<file path="config.mk">
export PLATFORM = sky130hd
export DESIGN_NAME = idle_tmr_ctrl
export DESIGN_NICKNAME = d
export VERILOG_FILES = /design/src/rtl/itc_pkg.sv /design/src/rtl/itc_counter.sv /design/src/rtl/itc_pend.sv /design/src/rtl/itc_mode.sv /design/src/rtl/idle_tmr_ctrl.sv
export SDC_FILE = /design/constraint.sdc
export NUM_CORES = 1
export LEC_CHECK = 0
export BUFFER_PORTS_ARGS = -buffer_cell sky130_fd_sc_hd__buf_4
export CAP_MARGIN = 20
export CORE_MARGIN = 2
export CORE_UTILIZATION = 40
export CTS_CLUSTER_SIZE = 8
export DETAILED_ROUTE_END_ITERATION = 8
export SYNTH_ARGS = -nofsm -noshare
export SYNTH_HDL_FRONTEND = slang
export SYNTH_SLANG_ARGS = --single-unit
</file>
<file path="constraint.sdc">
create_clock -name clk -period 1.35 [get_ports clk]
set_clock_uncertainty 0.2 [all_clocks]
set_input_delay 0.0675 -clock clk [delete_from_list [all_inputs] [get_ports clk]]
set_output_delay 0.0675 -clock clk [all_outputs]
set_load 0.02 [all_outputs]
</file>
<file path="src/rtl/itc_pkg.sv">
package itc_pkg;
  localparam int unsigned REG_W  = 3;
  localparam int unsigned F_IDLE = 0;
  localparam int unsigned F_EN   = 1;
  localparam int unsigned F_PEND = 2;

  typedef enum logic {
    MODE_RUN  = 1'b0,
    MODE_IDLE = 1'b1
  } mode_e;
endpackage

</file>
<file path="src/rtl/itc_counter.sv">
module itc_counter #(
  parameter int unsigned CNT_W = 13,
  parameter int unsigned TAP   = 12
) (
  input  logic clk,
  input  logic rst_n,
  output logic tog_o
);
  localparam int unsigned TAP_IDX = (TAP < CNT_W) ? TAP : CNT_W - 1;

  logic [CNT_W-1:0] cnt_q;
  logic             tap_q;

  always_ff @(posedge clk or negedge rst_n) begin
    if (!rst_n) begin
      cnt_q <= '0;
      tap_q <= 1'b0;
    end else begin
      cnt_q <= cnt_q + 1'b1;
      tap_q <= cnt_q[TAP_IDX];
    end
  end

  assign tog_o = cnt_q[TAP_IDX] ^ tap_q;


  cnt_step_chk: assert property (@(posedge clk) disable iff (!rst_n)
    1'b1 |=> cnt_q == $past(cnt_q) + 1'b1);
endmodule

</file>
<file path="src/rtl/itc_pend.sv">
module itc_pend (
  input  logic clk,
  input  logic rst_n,
  input  logic set_i,
  input  logic clr_i,
  output logic pend_o
);
  logic pend_q;

  always_ff @(posedge clk or negedge rst_n) begin
    if (!rst_n)     pend_q <= 1'b0;
    else if (set_i) pend_q <= 1'b1;
    else if (clr_i) pend_q <= 1'b0;
  end

  assign pend_o = pend_q;


  set_wins_chk: assert property (@(posedge clk) disable iff (!rst_n)
    set_i |=> pend_q);

  pend_hold_chk: assert property (@(posedge clk) disable iff (!rst_n)
    (pend_q && !clr_i) |=> pend_q);
endmodule

</file>
<file path="src/rtl/itc_mode.sv">
module itc_mode
  import itc_pkg::*;
(
  input  logic  clk,
  input  logic  rst_n,
  input  logic  enter_i,
  input  logic  tog_i,
  input  logic  wake_i,
  output mode_e mode_o
);
  mode_e mode_q, mode_d;

  always_comb begin
    mode_d = mode_q;
    unique case (mode_q)
      MODE_RUN:  if (enter_i)         mode_d = MODE_IDLE;
      MODE_IDLE: if (tog_i || wake_i) mode_d = MODE_RUN;
      default:                        mode_d = MODE_RUN;
    endcase
  end

  always_ff @(posedge clk or negedge rst_n) begin
    if (!rst_n) mode_q <= MODE_RUN;
    else        mode_q <= mode_d;
  end

  assign mode_o = mode_q;


  enter_idle_chk: assert property (@(posedge clk) disable iff (!rst_n)
    (mode_q == MODE_RUN && enter_i) |=> mode_q == MODE_IDLE);

  tog_exit_chk: assert property (@(posedge clk) disable iff (!rst_n)
    (mode_q == MODE_IDLE && tog_i) |=> mode_q == MODE_RUN);

  wake_exit_chk: assert property (@(posedge clk) disable iff (!rst_n)
    (mode_q == MODE_IDLE && wake_i) |=> mode_q == MODE_RUN);
endmodule

</file>
<file path="src/rtl/idle_tmr_ctrl.sv">
module idle_tmr_ctrl
  import itc_pkg::*;
#(
  parameter int unsigned CNT_W = 13,
  parameter int unsigned TAP   = 12
) (
  input  logic             clk,
  input  logic             rst_n,
  input  logic             reg_we,
  input  logic [REG_W-1:0] reg_wdata,
  input  logic             wake_req,
  output logic [REG_W-1:0] reg_rdata,
  output logic             irq,
  output logic             core_run
);
  logic  tog;
  logic  pend;
  logic  en_q;
  mode_e mode;

  itc_counter #(.CNT_W(CNT_W), .TAP(TAP)) u_cnt (
    .clk   (clk),
    .rst_n (rst_n),
    .tog_o (tog)
  );

  itc_pend u_pend (
    .clk    (clk),
    .rst_n  (rst_n),
    .set_i  (tog),
    .clr_i  (reg_we && !reg_wdata[F_PEND]),
    .pend_o (pend)
  );

  itc_mode u_mode (
    .clk     (clk),
    .rst_n   (rst_n),
    .enter_i (reg_we && reg_wdata[F_IDLE]),
    .tog_i   (tog),
    .wake_i  (wake_req),
    .mode_o  (mode)
  );

  always_ff @(posedge clk or negedge rst_n) begin
    if (!rst_n)      en_q <= 1'b0;
    else if (reg_we) en_q <= reg_wdata[F_EN];
  end

  always_comb begin
    reg_rdata         = '0;
    reg_rdata[F_IDLE] = (mode == MODE_IDLE);
    reg_rdata[F_EN]   = en_q;
    reg_rdata[F_PEND] = pend;
  end

  assign irq      = pend && en_q;
  assign core_run = (mode == MODE_RUN);


  irq_rise_chk: assert property (@(posedge clk) disable iff (!rst_n)
    $rose(irq) |-> (reg_rdata[F_PEND] && reg_rdata[F_EN]));
endmodule

</file>
=== Yosys cells after proc, flatten, opt, wreduce, memory -nomap -nowiden ===
Index checks and enable logic that the tools add are counted.

* Flip-flop bits (word level): 17
* Bits of input ports: 7
* Output and inout port bits: 5
* Logic and storage cells: 19

* Add/subtract/negate cells: 1
* Muxes and demuxes: 5
* Bitwise logic cells: 2
* Reductions and logical operators: 6

{| class="wikitable"
|+ Operators with widths
! operator !! number
|-
| 13-bit by 1-bit adder with 13-bit output (second input constant) || 1
|-
| 1-bit 2-to-1 mux || 4
|-
| 1-bit logical AND || 3
|-
| 1-bit case mux with 2 select lines || 1
|-
| 2-bit nonzero test || 1
|-
| 1-bit logical NOT || 1
|-
| 1-bit logical OR || 1
|-
| 1-bit inverter || 1
|-
| 1-bit XOR || 1
|}

=== Longest topological paths before layout ===
* Word-level depth: 4
* Depth in mapped cells: 4
* Gate-level depth less buffers: 4

=== Modules after synthesis ===
Synthesis repeated with hierarchy kept, for this count alone.

* Cells, all modules: 61
* Area, all modules: 753.2 µm²

{| class="wikitable"
|+ By module, submodules not included
! module !! instances !! cells an instance !! area an instance (µm²) !! sequential area each (µm²)
|-
| itc_counter || 1 || 46 || 588.1 || 350.3
|-
| idle_tmr_ctrl || 1 || 9 || 85.1 || 25.0
|-
| itc_mode || 1 || 3 || 43.8 || 25.0
|-
| itc_pend || 1 || 3 || 36.3 || 25.0
|}

=== Worst setup path before layout ===
No wires, ideal clock.

* Kind: reg2reg
* From: reg u_cnt.cnt_q[0]
* To: reg u_cnt.cnt_q[12]
* Library setup time: 79 ps
* Arrival: 1154 ps
* Required time: 1071 ps
* Slack: -83 ps
* Stages on the path, launching flop included: 5
* Buffers on the path: 0
* Period minus slack after synthesis: 1433 ps
* Path through: dfrtp_1 ha_1 nand4_2 nor4_2 xor2_1

* Cells in the longest elaborated chain, start to end: 1

{| class="wikitable"
|+ Ends and longest elaborated chain
! item !! RTL line !! RTL
|-
| start, declared || itc_counter.sv:11 || <nowiki>logic [CNT_W-1:0] cnt_q;</nowiki>
|-
| start signal, assigned || itc_counter.sv:19 || <nowiki>cnt_q <= cnt_q + 1'b1;</nowiki>
|-
| 13-bit by 1-bit adder with 13-bit output || itc_counter.sv:19 ||
|}

Every way passes these cells.
A chain may end at the register's enable or synchronous reset.

=== Final worst setup path ===
* From: reg u_cnt.cnt_q[1]
* To: reg u_cnt.cnt_q[6]

Same word-level chain as after synthesis.

==> impl_metrics.yaml <==
power_and_ir_drop:
  leakagePower_nw: 0.526
  power_density_nw_per_um2: 833
  peakVddDrop_uv: 629
place:
  port-buffer-count: 11
  place.gp.congestion: 0.742
  dp_hpwl_um: 863
  dp_slack_ps: -74.0
  dpl.cell_count: 99
worst_setup_path:
  worstSetupEndpointType: "register"
  regToRegEndpoint: "u_cnt.cnt_q[6]$_DFF_PN0_"
  cp.arrival_ps: 1360
  path_class: "reg2reg"
  critPathLaunch: "u_cnt.cnt_q[1]$_DFF_PN0_"
  cp.required_ps: 1370
  r2r_start: "u_cnt.cnt_q[1]$_DFF_PN0_"
  regToRegSetupSlack_ps: 8
  startpoint_type: "register"
  r2r_cells: 5
  crit_fanout: 4
clocking:
  cts_max_path_buffers: 2
  clock-root-buffer: "clkbuf_4"
  cts_tree: "built"
  cts_buffers: 3
  clock_sinks: 17
  clk_transition_reported_paths_ps: 100
  htreeDepth: 1
  clk_latency_ps: 290
route:
  drt_iter0_drc: 2
  wl_per_cell_um: 11.4
  firstDrtPassIters: 2
  vias_per_cell: 4.49
  drc_errors: 0
  dr_total_vias: 507
  ant_nets: 0
  wl_um: 1290
worst_hold_path:
  min_from: "u_cnt.cnt_q[12]$_DFF_PN0_"
  hold_class: "reg2reg"
  holdPathEnd: "u_cnt.tap_q$_DFF_PN0_"
  hold_depth: 0
logic_synthesis:
  synthTopCellsByArea: "dfrtp_1, xor2_1, xnor2_1"
  synthArstFlopShare_pct: 100
  syn-instance-count: 61
  synth_top_cell_area_share_pct: 57.7
  synth.avg_cell_area_sq_um: 12.1
  ys_ff_latch: 17
  synth-edff-count: 0
  ys_types: 20
  syn_area_sq_um: 737
  synth_nets: 69
  yosysTopAreaCell: "dfrtp_1"
  yosys_warnings: 0
  ys.flop_type: "dfrtp_1"
  synth-seq-area-share_pct: 57.7
global_route:
  grt_overflow: 0
  grt_max_degree: 18
  grt_antenna_before_repair: 0
  first_global_vias: 528
  grt_pass1_wl_um: 2260
  grt_usage_pct: 15.3
sta:
  fin_crit_sh_pct: 99.4
  fin_worst_hold_slack_ps: 254
  setup_viol: 0
  timing.final.ws_setup_ps: 8.15
  tightest_slew_ps: 241
  maxSlewHeadroom_pct: 83.8
  hold_violations: 0
  drv_slew: 0
  tns_ps: 0
  clock.fmax_ghz: 0.745
  fin_crit_ps: 1340
  rsz0062_at_grt: "true"
die:
  coreArea_sq_um: 1730
  ios: 12
  start_util_pct: 42.7
  row_count: 15
  die_x_um: 46.9
  die_height_um: 46.9
  dieArea_sq_um: 2200
layout:
  most-common-layout-cells: "buf_4, dfrtp_1, xor2_1"
  nets: 97
  antenna_cells_inserted: 0
  final_common_cell: "buf_4"
  fin_util_pct: 60.2
  instances_no_fill: 113
  area_growth_pct: 41.1
  fillers: 153
  drive_above_1_share_pct: 39.8
status:
  status: "finished clean"
run:
  maxCapViolCount: 0
==> state kept, by name, summed over array words and instances (netlist names) <==
register,count
u_mode.mode_o,1
u_cnt.tap_q,1
en_q,1
u_cnt.cnt_q,13
u_pend.pend_o,1
==> area by class of cell <==
class / instances / area [sq um] / share of cell area, %
Sequential cell: 17 / 425 / 40.9
Clock buffer: 3 / 22.5 / 2.17
Inverter: 4 / 15.0 / 1.44
Timing Repair Buffer: 26 / 213 / 20.5
Tap cell: 25 / 31.3 / 3.01
Multi-Input combinational cell: 37 / 328 / 31.5
Clock inverter: 1 / 5.00 / 0.481
==> kinds of logic after synthesis <==
kind of cell	share of synthesized area, %
mux	1.53
simple gates	17.7
flops	57.7
compound gates	2.04
buf+inv	5.09
xor+xnor	14.3
fa+ha+maj	1.70
==> repair_timing <==
action / 4_1_cts / 5_1_grt
resized for setup: 4 / 3
buffers inserted: 3 / 0
hold buffers: 7 / 0
setup endpoints to repair: 4 / 8
pin swaps: 5 / 2
endpoints found under the hold margin: 20 / 0
==> metal layers <==
layer / GRT usage [%] / vias up / part of all wire [%]
li1: - / 250 / -
met1: 19.0 / 252 / 44
met2: 24.7 / 3 / 53
met3: 2.31 / 2 / 2.1
met4: 10.0 / 0 / 1.0
met5: 0 / - / 0
==> through the flow <==
step	power [mW]	instance area, sq um
2_1_floorplan	0.560	744
3_3_place_gp	0.590	873
3_5_place_dp	0.591	873
4_1_cts	0.879	1020
5_1_grt	0.906	1040
6_report	0.866	1040
==> Yosys cell counts, types with 2 or more instances <==
library cell / n
nor2_1: 3
dfrtp_1: 17
nand2_1: 3
nor4_2: 2
xor2_1: 8
inv_1: 4
xnor2_1: 4
nand3_1: 5
buf_4: 3
nor3_1: 2
==> critical path, stage by stage, from the launching register on <==
cell and delay (ps):
dfrtp_1 400, ha_4 160, nand4_4 110, buf_4 170
nor2_2 80, xor2_1 150
==> where the power goes <==
| group | leakage (nW) | switching (mW) | internal [mW] |
|---|---|---|---|
| logic | 0.289 | 0.0362 | 0.0419 |
| clock network | 0.0177 | 0.160 | 0.110 |
| registers | 0.219 | 0.00321 | 0.515 |
==> worst max path at each step <==
stage                                 to  slack (ps)  cells past startpoint
6_report        u_cnt.cnt_q[6]$_DFF_PN0_           8                      5
5_1_grt        u_cnt.cnt_q[10]$_DFF_PN0_         -60                      4
4_1_cts        u_cnt.cnt_q[12]$_DFF_PN0_         -60                      4
3_5_place_dp   u_cnt.cnt_q[12]$_DFF_PN0_         -70                      4
2_1_floorplan  u_cnt.cnt_q[10]$_DFF_PN0_         0.2                      4
3_3_place_gp   u_cnt.cnt_q[10]$_DFF_PN0_         -10                      4
No activity file was read; power rests on OpenSTA's default activity.
